===== config.mk =====
export PLATFORM = sky130hd
export DESIGN_NAME = vga_text_renderer
export DESIGN_NICKNAME = d
export VERILOG_FILES = /design/src/rtl/vga_text_pkg.sv /design/src/rtl/vga_text_timing.sv /design/src/rtl/vga_text_screen.sv /design/src/rtl/vga_text_font.sv /design/src/rtl/vga_text_renderer.sv
export SDC_FILE = /design/constraint.sdc
export NUM_CORES = 1
export LEC_CHECK = 0
export BUFFER_PORTS_ARGS = -buffer_cell sky130_fd_sc_hd__buf_4
export CORE_MARGIN = 5
export CORE_UTILIZATION = 50
export CTS_BUF_LIST = sky130_fd_sc_hd__clkbuf_16
export DETAILED_ROUTE_END_ITERATION = 10
export PLACE_DENSITY = 0.66
export SETUP_SLACK_MARGIN = 0.1
export SYNTH_ARGS = -nofsm -noshare
export SYNTH_HDL_FRONTEND = slang
export SYNTH_SLANG_ARGS = --single-unit

===== constraint.sdc =====
create_clock -name clk -period 4.55 [get_ports clk]
set_input_delay 0.2275 -clock clk [delete_from_list [all_inputs] [get_ports clk]]
set_output_delay 0.2275 -clock clk [all_outputs]
set_load 0.05 [all_outputs]

===== src/rtl/vga_text_pkg.sv =====
package vga_text_pkg;

  typedef enum logic {
    CUR_UNDERLINE = 1'b0,
    CUR_INVERSE   = 1'b1
  } cur_style_e;

  localparam logic [2:0] COLOR_GREEN = 3'b010;

  // Built-in glyph generator: one 8-pixel row of a character
  function automatic logic [7:0] glyph_bits(input logic [7:0] code,
                                            input logic [3:0] line);
    return code ^ {line, line};
  endfunction

endpackage


===== src/rtl/vga_text_timing.sv =====
module vga_text_timing #(
  parameter int H_ACTIVE = 64,
  parameter int H_FP     = 4,
  parameter int H_SYNC   = 6,
  parameter int H_BP     = 4,
  parameter int V_ACTIVE = 36,
  parameter int V_FP     = 2,
  parameter int V_SYNC   = 2,
  parameter int V_BP     = 2,
  parameter int GLYPH_H  = 12,
  parameter int FRAME_W  = 5,
  localparam int H_TOTAL = H_ACTIVE + H_FP + H_SYNC + H_BP,
  localparam int V_TOTAL = V_ACTIVE + V_FP + V_SYNC + V_BP,
  localparam int HW      = $clog2(H_TOTAL),
  localparam int VW      = $clog2(V_TOTAL),
  localparam int LW      = $clog2(GLYPH_H)
) (
  input  logic               clk,
  input  logic               rst_n,
  output logic [HW-1:0]      hcnt,
  output logic [VW-1:0]      crow,
  output logic [LW-1:0]      gline,
  output logic               active,
  output logic               hsync_n,
  output logic               vsync_n,
  output logic [FRAME_W-1:0] frame
);

  localparam logic [HW-1:0] H_LAST  = HW'(H_TOTAL - 1);
  localparam logic [VW-1:0] V_LAST  = VW'(V_TOTAL - 1);
  localparam logic [LW-1:0] G_LAST  = LW'(GLYPH_H - 1);
  localparam logic [HW-1:0] H_VIS   = HW'(H_ACTIVE);
  localparam logic [VW-1:0] V_VIS   = VW'(V_ACTIVE);
  localparam logic [HW-1:0] HS_BEG  = HW'(H_ACTIVE + H_FP);
  localparam logic [HW-1:0] HS_END  = HW'(H_ACTIVE + H_FP + H_SYNC);
  localparam logic [VW-1:0] VS_BEG  = VW'(V_ACTIVE + V_FP);
  localparam logic [VW-1:0] VS_END  = VW'(V_ACTIVE + V_FP + V_SYNC);

  logic [VW-1:0] vcnt;
  logic          line_end, frame_end;

  assign line_end  = (hcnt == H_LAST);
  assign frame_end = line_end && (vcnt == V_LAST);

  always_ff @(posedge clk or negedge rst_n) begin
    if (!rst_n) begin
      hcnt  <= '0;
      vcnt  <= '0;
      crow  <= '0;
      gline <= '0;
      frame <= '0;
    end else begin
      hcnt <= line_end ? '0 : hcnt + 1'b1;
      if (frame_end) begin
        vcnt  <= '0;
        crow  <= '0;
        gline <= '0;
        frame <= frame + 1'b1;
      end else if (line_end) begin
        vcnt <= vcnt + 1'b1;
        if (gline == G_LAST) begin
          gline <= '0;
          crow  <= crow + 1'b1;
        end else begin
          gline <= gline + 1'b1;
        end
      end
    end
  end

  assign active  = (hcnt < H_VIS) && (vcnt < V_VIS);
  assign hsync_n = !((hcnt >= HS_BEG) && (hcnt < HS_END));
  assign vsync_n = !((vcnt >= VS_BEG) && (vcnt < VS_END));

  // scan position never leaves the frame
  p_hpos_in_frame_r4: assert property (@(posedge clk) disable iff (!rst_n)
    (hcnt <= H_LAST) && (vcnt <= V_LAST));

  // vertical sync only changes at the start of a line
  p_vsync_on_line_start_r2: assert property (@(posedge clk) disable iff (!rst_n)
    !$stable(vsync_n) |-> (hcnt == '0));

  // the frame count only moves when a frame ends
  p_frame_steps_r11: assert property (@(posedge clk) disable iff (!rst_n)
    !frame_end |=> $stable(frame));

endmodule


===== src/rtl/vga_text_screen.sv =====
module vga_text_screen
  import vga_text_pkg::*;
#(
  parameter int COLS   = 8,
  parameter int ROWS   = 3,
  parameter int CHAR_W = 7,
  localparam int CELLS = COLS * ROWS,
  localparam int AW    = $clog2(CELLS),
  localparam int COL_W = $clog2(COLS) + 1,
  localparam int ROW_W = $clog2(ROWS) + 1,
  localparam int DW    = CHAR_W + 3
) (
  input  logic              clk,
  input  logic              rst_n,
  input  logic              wr_valid,
  output logic              wr_ready,
  input  logic              wr_cursor,
  input  logic [COL_W-1:0]  wr_col,
  input  logic [ROW_W-1:0]  wr_row,
  input  logic [CHAR_W-1:0] wr_code,
  input  logic [2:0]        wr_color,
  input  logic              wr_style,
  input  logic [AW-1:0]     rd_addr,
  output logic [CHAR_W-1:0] rd_code,
  output logic [2:0]        rd_color,
  output logic [COL_W-1:0]  cur_col,
  output logic [ROW_W-1:0]  cur_row,
  output cur_style_e        cur_style
);

  logic [DW-1:0] mem [CELLS];
  logic [DW-1:0] rd_q;
  logic          fill_busy;
  logic [AW-1:0] fill_idx;
  logic          in_grid, take;
  logic          we;
  logic [AW-1:0] waddr, host_addr;
  logic [DW-1:0] wdata;

  assign wr_ready  = !fill_busy;
  assign take      = wr_valid && wr_ready;
  assign in_grid   = (int'(wr_col) < COLS) && (int'(wr_row) < ROWS);
  assign host_addr = AW'(wr_row) * AW'(COLS) + AW'(wr_col);

  always_comb begin
    we    = 1'b0;
    waddr = host_addr;
    wdata = {wr_code, wr_color};
    if (fill_busy) begin
      we    = 1'b1;
      waddr = fill_idx;
      wdata = {CHAR_W'(fill_idx), COLOR_GREEN};
    end else if (take && !wr_cursor && in_grid) begin
      we = 1'b1;
    end
  end

  always_ff @(posedge clk) begin
    if (we) mem[waddr] <= wdata;
    rd_q <= mem[rd_addr];
  end

  assign rd_code  = rd_q[DW-1:3];
  assign rd_color = rd_q[2:0];

  always_ff @(posedge clk or negedge rst_n) begin
    if (!rst_n) begin
      fill_busy <= 1'b1;
      fill_idx  <= '0;
    end else if (fill_busy) begin
      if (fill_idx == AW'(CELLS - 1)) fill_busy <= 1'b0;
      else                            fill_idx  <= fill_idx + 1'b1;
    end
  end

  always_ff @(posedge clk or negedge rst_n) begin
    if (!rst_n) begin
      cur_col   <= '0;
      cur_row   <= '0;
      cur_style <= CUR_UNDERLINE;
    end else if (take && wr_cursor && in_grid) begin
      cur_col   <= wr_col;
      cur_row   <= wr_row;
      cur_style <= cur_style_e'(wr_style);
    end
  end

  // once the fill is over it never restarts without reset
  p_fill_stays_done_r6: assert property (@(posedge clk) disable iff (!rst_n)
    !fill_busy |=> !fill_busy);

  // an out-of-grid request leaves the cursor untouched
  p_oob_keeps_cursor_r12: assert property (@(posedge clk) disable iff (!rst_n)
    (wr_valid && !in_grid) |=> ($stable(cur_col) && $stable(cur_row) && $stable(cur_style)));

endmodule


===== src/rtl/vga_text_font.sv =====
module vga_text_font
  import vga_text_pkg::*;
#(
  parameter int CHAR_W = 7,
  parameter int LW     = 4
) (
  input  logic              clk,
  input  logic [CHAR_W-1:0] code,
  input  logic [LW-1:0]     line,
  output logic [7:0]        bits
);

  always_ff @(posedge clk) begin
    bits <= glyph_bits(8'(code), 4'(line));
  end

endmodule


===== src/rtl/vga_text_renderer.sv =====
module vga_text_renderer
  import vga_text_pkg::*;
#(
  parameter int H_ACTIVE = 64,
  parameter int H_FP     = 4,
  parameter int H_SYNC   = 6,
  parameter int H_BP     = 4,
  parameter int V_ACTIVE = 36,
  parameter int V_FP     = 2,
  parameter int V_SYNC   = 2,
  parameter int V_BP     = 2,
  parameter int GLYPH_H  = 12,
  parameter int NCHARS   = 128,
  localparam int COLS    = H_ACTIVE / 8,
  localparam int ROWS    = V_ACTIVE / GLYPH_H,
  localparam int CHAR_W  = $clog2(NCHARS),
  localparam int COL_W   = $clog2(COLS) + 1,
  localparam int ROW_W   = $clog2(ROWS) + 1
) (
  input  logic              clk,
  input  logic              rst_n,
  input  logic              wr_valid,
  output logic              wr_ready,
  input  logic              wr_cursor,
  input  logic [COL_W-1:0]  wr_col,
  input  logic [ROW_W-1:0]  wr_row,
  input  logic [CHAR_W-1:0] wr_code,
  input  logic [2:0]        wr_color,
  input  logic              wr_style,
  output logic              hsync_n,
  output logic              vsync_n,
  output logic [2:0]        rgb
);

  localparam int H_TOTAL = H_ACTIVE + H_FP + H_SYNC + H_BP;
  localparam int V_TOTAL = V_ACTIVE + V_FP + V_SYNC + V_BP;
  localparam int HW      = $clog2(H_TOTAL);
  localparam int VW      = $clog2(V_TOTAL);
  localparam int LW      = $clog2(GLYPH_H);
  localparam int AW      = $clog2(COLS * ROWS);
  localparam int FRAME_W = 5;
  localparam logic [LW-1:0] UL_FIRST = LW'(GLYPH_H - 2);

  // stage 0: scan position
  logic [HW-1:0]      hcnt;
  logic [VW-1:0]      crow;
  logic [LW-1:0]      gline;
  logic               active, hs0, vs0;
  logic [FRAME_W-1:0] frame;
  logic [AW-1:0]      rd_addr;
  logic               hit0;
  logic [COL_W-1:0]   cur_col;
  logic [ROW_W-1:0]   cur_row;
  cur_style_e         cur_style;

  vga_text_timing #(
    .H_ACTIVE(H_ACTIVE), .H_FP(H_FP), .H_SYNC(H_SYNC), .H_BP(H_BP),
    .V_ACTIVE(V_ACTIVE), .V_FP(V_FP), .V_SYNC(V_SYNC), .V_BP(V_BP),
    .GLYPH_H(GLYPH_H), .FRAME_W(FRAME_W)
  ) u_timing (
    .clk(clk), .rst_n(rst_n), .hcnt(hcnt), .crow(crow), .gline(gline),
    .active(active), .hsync_n(hs0), .vsync_n(vs0), .frame(frame)
  );

  assign rd_addr = active ? AW'(crow) * AW'(COLS) + AW'(hcnt[HW-1:3]) : '0;
  assign hit0    = (int'(hcnt[HW-1:3]) == int'(cur_col)) && (int'(crow) == int'(cur_row));

  // stage 1: cell read in flight
  logic [CHAR_W-1:0] cell_code;
  logic [2:0]        cell_color;
  logic [2:0]        s1_x, s2_x;
  logic [LW-1:0]     s1_line, s2_line;
  logic              s1_blank, s2_blank, s1_hs, s2_hs, s1_vs, s2_vs, s1_hit, s2_hit;
  logic [2:0]        s2_color;
  logic [7:0]        glyph;

  vga_text_screen #(.COLS(COLS), .ROWS(ROWS), .CHAR_W(CHAR_W)) u_screen (
    .clk(clk), .rst_n(rst_n),
    .wr_valid(wr_valid), .wr_ready(wr_ready), .wr_cursor(wr_cursor),
    .wr_col(wr_col), .wr_row(wr_row), .wr_code(wr_code), .wr_color(wr_color),
    .wr_style(wr_style), .rd_addr(rd_addr), .rd_code(cell_code), .rd_color(cell_color),
    .cur_col(cur_col), .cur_row(cur_row), .cur_style(cur_style)
  );

  vga_text_font #(.CHAR_W(CHAR_W), .LW(LW)) u_font (
    .clk(clk), .code(cell_code), .line(s1_line), .bits(glyph)
  );

  always_ff @(posedge clk or negedge rst_n) begin
    if (!rst_n) begin
      s1_x <= '0; s1_line <= '0; s1_blank <= 1'b1; s1_hs <= 1'b1; s1_vs <= 1'b1; s1_hit <= 1'b0;
      s2_x <= '0; s2_line <= '0; s2_blank <= 1'b1; s2_hs <= 1'b1; s2_vs <= 1'b1; s2_hit <= 1'b0;
      s2_color <= '0;
    end else begin
      s1_x     <= hcnt[2:0];
      s1_line  <= gline;
      s1_blank <= !active;
      s1_hs    <= hs0;
      s1_vs    <= vs0;
      s1_hit   <= hit0;
      s2_x     <= s1_x;
      s2_line  <= s1_line;
      s2_blank <= s1_blank;
      s2_hs    <= s1_hs;
      s2_vs    <= s1_vs;
      s2_hit   <= s1_hit;
      s2_color <= cell_color;
    end
  end

  // stage 3: pixel select, cursor overlay, output registers
  logic glyph_on, cursor_shown, pix_on;

  always_comb begin
    glyph_on     = glyph[3'd7 - s2_x];
    cursor_shown = s2_hit && !frame[4];
    pix_on       = glyph_on;
    if (cursor_shown) begin
      if (cur_style == CUR_INVERSE)  pix_on = !glyph_on;
      else if (s2_line >= UL_FIRST)  pix_on = 1'b1;
    end
  end

  always_ff @(posedge clk or negedge rst_n) begin
    if (!rst_n) begin
      rgb     <= 3'b000;
      hsync_n <= 1'b1;
      vsync_n <= 1'b1;
    end else begin
      rgb     <= (!s2_blank && pix_on) ? s2_color : 3'b000;
      hsync_n <= s2_hs;
      vsync_n <= s2_vs;
    end
  end

  // a blanked position always reaches the pins as black
  p_blank_is_black_r3: assert property (@(posedge clk) disable iff (!rst_n)
    s2_blank |=> (rgb == 3'b000));

  // the sync pins follow the delayed scan sync one cycle later
  p_sync_aligned_r4: assert property (@(posedge clk) disable iff (!rst_n)
    1'b1 |=> (hsync_n == $past(s2_hs)) && (vsync_n == $past(s2_vs)));

endmodule


== Word-level counts from Yosys, hierarchy flattened ==
Memory sizes are Yosys's and may differ from the RTL's. A register that Yosys moved wholly into a read port is not among the register bits.
Cells that the tools add are included.

* Register bits after elaboration: 80
* Memory bits (writable): 240
* Bits of input ports: 22
* Output and inout bits: 6
* Logic and storage cells: 104
* Memories kept: 1

{| class="wikitable"
|+ Memory list
! memory !! words !! width !! rd ports !! clocked after Yosys merged registers in !! wr ports !! RTL line !! text
|-
| u_screen.mem || 24 || 10 || 1 || 1 || 1 || vga_text_screen.sv:31 || <nowiki>logic [DW-1:0] mem [CELLS];</nowiki>
|}

* Add/sub/neg operators: 9
* $lt $le $gt $ge: 10
* Equality and inequality tests: 6
* Mux-type cells: 24
* Bitwise logic cells: 2
* Reductions and logical operators: 25

{| class="wikitable"
|+ Operator list
! kind !! count
|-
| $mux 6 || 5
|-
| $lt 7x7->1 const B || 2
|-
| $logic_and 1x1->1 || 13
|-
| $add 6x1->6 const B || 2
|-
| $lt 6x6->1 const B || 2
|-
| $mux 4 || 3
|-
| $add 5x1->5 const B || 2
|-
| $add 5x4->5 || 2
|-
| $mux 1 || 10
|-
| $mux 10 || 1
|-
| $mux 5 || 2
|-
| $logic_not 1->1 || 8
|-
| $xor 7x8->8 || 1
|-
| $add 7x1->7 const B || 1
|-
| $eq 7x7->1 const B || 1
|-
| $ge 7x7->1 const B || 1
|-
| $mux 7 || 1
|-
| $eq 6x4->1 || 1
|-
| $eq 6x6->1 const B || 1
|-
| $ge 6x6->1 const B || 1
|-
| $eq 5x5->1 const B || 1
|-
| $add 4x1->4 const B || 1
|-
| $eq 4x4->1 || 1
|-
| $eq 4x4->1 const B || 1
|-
| 10 further kinds || 12
|}

== Logic depth before layout (Yosys ltp) ==
* Word-level depth: 8
* Depth in mapped cells: 8
* Gate-level depth less buffers: 6

== By module ==
From an unflattened synthesis, not the netlist that was laid out.

* Cell total of the unflattened synthesis: 768
* Area, all modules: 13051.3 um^2

{| class="wikitable"
|+ By module, submodules not included
! module !! instances !! cells an instance !! area each (um^2) !! sequential area each (um^2)
|-
| vga_text_screen || 1 || 547 || 10342.4 || 7758.7
|-
| vga_text_timing || 1 || 141 || 1445.1 || 700.7
|-
| vga_text_renderer || 1 || 65 || 1042.2 || 735.7
|-
| vga_text_font || 1 || 15 || 221.5 || 160.2
|}

== Worst setup path after synthesis ==
No wires, ideal clock.

* Kind: reg2reg
* Start point: register u_screen.fill_busy
* End point: memory u_screen.mem[0][0] (netlist name), enable pin
* Setup time: 0.376 ns
* Arrival: 2.060 ns
* Data required time: 4.174 ns
* Path slack: 2.114 ns
* Cell stages (with the launch flop): 6
* Buffers on the path: 1
* Clock period less this slack: 2.436 ns
* Cells stage by stage: dfstp_2 -> buf_2 -> or4b_4 -> a2111oi_4 -> o21ai_1 -> nor2_1

* Cells in the longest elaborated chain, start to end: 8
* Elaborated cells between the ends (all ways): 9
* Those cells by class: mux: 5; reduce/logical: 4

{| class="wikitable"
|+ RTL lines
! element !! RTL line !! text
|-
| start: declaration || vga_text_screen.sv:33 || <nowiki>logic fill_busy;</nowiki>
|-
| start signal: assignment || vga_text_screen.sv:68 || <nowiki>fill_busy <= 1'b1;</nowiki>
|-
| start signal: assignment || vga_text_screen.sv:71 || <nowiki>if (fill_idx == AW'(CELLS - 1)) fill_busy <= 1'b0;</nowiki>
|-
| $logic_not 1->1 || vga_text_screen.sv:40 || <nowiki>assign wr_ready = !fill_busy;</nowiki>
|-
| $logic_and 1x1->1 || vga_text_screen.sv:41 || <nowiki>assign take = wr_valid && wr_ready;</nowiki>
|-
| $logic_and 1x1->1 (2 in a row) || vga_text_screen.sv:53 || <nowiki>end else if (take && !wr_cursor && in_grid) begin</nowiki>
|-
| $mux 1 || vga_text_screen.sv:53 ||
|-
| $mux 1 || vga_text_screen.sv:49 || <nowiki>if (fill_busy) begin</nowiki>
|-
| $mux 1 || vga_text_screen.sv:59 || <nowiki>if (we) mem[waddr] <= wdata;</nowiki>
|-
| $mux 1 (implied by the code) || vga_text_screen.sv:59 ||
|-
| end: declaration || vga_text_screen.sv:31 ||
|}

Parallel ways exist; a longest one is shown, timed or not.

== Worst setup path after layout ==
* Start point: register u_screen.fill_busy
* End point: memory u_screen.mem[17][0] (netlist name), enable pin

Same word-level chain as after synthesis.

==> results by group <==
Floorplan
  • # rows: 59
  • Chip width: between 150 and 200 um
  • Core ar.: 0.02613 sq mm
  • Die ar.: 0.02994 sq mm
  • Die Y: roughly 170 um
  • Initial core utilization: 50.86%
  • I/O Pins: 28

Clock network
  • Cts bufs inserted: 31
  • Clock tree buffer depth: 3
  • Worst-path clk slew: 0.07 ns
  • CTS tree: done
  • H-tree depth: 1
  • Post CTS Setup Buffer Count: 0
  • CTS root buf: clkbuf_16
  • Clock latency on the worst-skew pair: 0.56 ns
  • CTS Sinks: 329

Synthesis
  • FFs w/ async S/R, synth: 21.58%
  • Synthesized area: approximately 0.013 sq mm
  • Yosys cell types: a little over 60
  • Post-synthesis sequential area ratio: 70.39%
  • Main synth FF type: edfxtp_1
  • Yosys top cell area share: roughly 54%
  • Mapped Cells: 831
  • Dominant cells by area after synthesis: edfxtp_1, dfrtp_1, mux4_2, dfxtp_1, mux2_2
  • Yosys top cell by area: edfxtp_1
  • Post-Syn Area per Cell: 15.99 sq um
  • EDFF count, synth: 240
  • Total of warnings raised by yosys: 0
  • FF+latch count, synth: 329
  • Syn nets: 863

STA
  • Final Cycle Share: 68.04%
  • Period minus WS final: 3.096 ns
  • Highest clock rate: 0.3230 GHz
  • Setup ws final: 1.454 ns
  • # setup viols final: 0
  • RSZ-0062 raised after global routing: false
  • Setup tns final: 0 ns
  • Final Hold Fails: 0
  • Slew HR: 28.24%
  • Slew Limit Fails: 0
  • Slew @ Worst Pin: 1.071 ns
  • Clock skew: roughly 0.024 ns

Worst setup path
  • Critical path launch point type: flop
  • Worst r2r src: u_screen.fill_busy
  • Crit. End Element: flop
  • Reg-to-Reg End: u_screen.mem[17][0]
  • Critical path class: flop to flop
  • Worst path cell trace: or4b_4, a2111oi_4, a21oi_1, nor2_1
  • R2R depth: 4
  • CP Depth: 4
  • CP required: 4.72 ns
  • Family with the most delay on the worst path: simple AND/OR/NAND/NOR gates
  • Max Fanout on Critical Path: 27
  • Crit path largest cell delay: 0.80 ns
  • Worst reg2reg setup slack: 1.45 ns
  • WP buf/inv: 0
  • Setup crit end: u_screen.mem[17][0]
  • Crit path from: u_screen.fill_busy
  • Crit path arrival time: 3.26 ns
  • CP max stage cell: nor2_1

Routing
  • Vias: a little over 7000
  • Remaining DRCs: 0
  • Met1 wire length: between 10000 and 15000 um
  • Top layer in use: met4
  • WL final: between 20000 and 30000 um
  • DR pass1 iterations: 5
  • Vias/cell: ~5.8
  • Metal2 WL: 14760 um
  • Met3 Routed Length: 1613 um
  • WL per Instance: 23.66 um
  • First DRT Iteration DRCs: 688
  • Final ANT Viol Nets: 0

Finish
  • Final #Nets: between 900 and 1000
  • Finished Layout Cells: roughly 1200
  • Commonest non-fill, non-tap cell in the layout: edfxtp_1
  • Most frequent cells in the layout: edfxtp_1, dfrtp_1, nor2_1
  • Antenna Cells: 0
  • Ratio of cells with drive above 1 in the final layout: 18.97%
  • Fillers: 2066
  • Area grow syn2layout: 11.34%
  • Post-layout util: 56.62%

Global routing
  • Remaining Overflow, GRT: 0
  • Total track usage: 19.24%
  • Pin count of the biggest net entering global routing: 72
  • Antenna violations before repair: 0
  • First-pass GRT wire length: 44060 um
  • Vias in the first global route: 7348

Power
  • Clk pwr share: 40.6%
  • Sw Pwr: 1.149 mW
  • Sequential power share: 56.9%
  • Internal power: 4.570 mW
  • Leakage: 5.337 nW
  • VDD IR max: ~0.37 mV
  • Net Sw Frac: about 20%
  • Final Power: 5.719 mW
  • Pwr dens: approximately 390 mW/mm^2
  • Combinational power share: 2.6%

Placed design
  • Post-detail-place hpwl: 18690 um
  • DP Worst Slack: 1.436 ns
  • IO Port Bufs: 27
  • GPL Wtd Cong: 0.8285
  • Post-Place Cells: 1164

Outcome
  • Status: finished clean

Run
  • Max-cap violations: 0

Worst hold path
  • Worst hold path class: input pin to flop
[final cells by class]
cell class / instances / area [sq um] / area share (%)
Clock buffer: 31 / 775.7 / 5.243
Clock inverter: 24 / 132.6 / 0.8963
Inverter: 37 / 138.9 / 0.9386
Multi-Input combinational cell: 424 / 3603 / 24.35
Sequential cell: 329 / 9364 / 63.28
Tap cell: 335 / 419.2 / 2.833
Timing Repair Buffer: 46 / 362.8 / 2.452
[routing by layer]
metal / vias up / track usage (%)
li1: 3261 / -
met1: 3632 / 24.89
met2: 218 / 33.24
met3: 57 / 3.341
met4: 0 / 6.452
met5: - / 0
[logic make-up after synthesis]
| kind of cell | synth area share, % |
|---|---|
| simple gates | 6.524 |
| compound gates | 6.609 |
| flops | 70.39 |
| buf+inv | 2.645 |
| mux | 10.85 |
| xor+xnor | 2.043 |
| fa+ha+maj | 0.9414 |
[timing repair]
action,in CTS,in global routing
endpoints found under the hold margin,68,0
resized for setup,0,0
hold buffers,7,0
[power by group through the flow]
stage | clock network [mW] | registers [mW] | logic, mW
floorplan | 0 | 3.31 | 0.0582
global placement | 0 | 3.31 | 0.143
detailed placement | 0 | 3.31 | 0.143
CTS | 2.38 | 3.25 | 0.148
global route | 2.51 | 3.25 | 0.158
finish | 2.32 | 3.25 | 0.146
[synth_stat cells, drive strengths merged (10+ instances only)]
cell type    n
dfrtp       62
inv         36
nand3       10
a21oi       29
xor2        13
xnor2       18
nor2b       23
buf         21
nor2        53
mux2i       15
o21ai       46
nand2       29
a221o       11
mux2        28
clkbuf      20
dfxtp       18
edfxtp     240
ha          10
mux4        42
a221oi      10
[flip-flops by register name, indices dropped and copies added (netlist names), 3 cells and up]
signal             flops
u_font.bits            8
u_screen.mem         240
u_timing.vcnt          6
u_timing.gline         4
s1_x                   3
s2_line                3
u_timing.hcnt          7
u_screen.rd_q         10
u_screen.cur_col       4
u_screen.fill_idx      5
s2_x                   3
u_timing.frame         5
s1_line                4
u_screen.cur_row       3
s2_color               3
rgb                    3
u_timing.crow          6
[worst min path at each step]
| stage | start | end | slack [ns] | depth (start not counted) |
|---|---|---|---|---|
| floorplan | rst_n | rgb[0] | -0.07 | 0 |
| global placement | u_screen.rd_q[1] | s2_color[1] | 0.32 | 0 |
| detailed placement | u_screen.rd_q[2] | s2_color[2] | 0.32 | 0 |
| CTS | wr_color[0] | u_screen.mem[8][0] | 0.15 | 2 |
| global route | wr_color[0] | u_screen.mem[8][0] | 0.15 | 2 |
| finish | wr_color[0] | u_screen.mem[8][0] | 0.18 | 2 |
[stage by stage]
stage | hold WS (ns) | cell area, sq um
floorplan | -0.06809 | 13290
global placement | 0.3209 | 13820
detailed placement | 0.3221 | 13820
CTS | 0.1455 | 14800
global route | 0.1481 | 14800
finish | 0.1791 | 14800
Power figures use the tool's default switching activity.
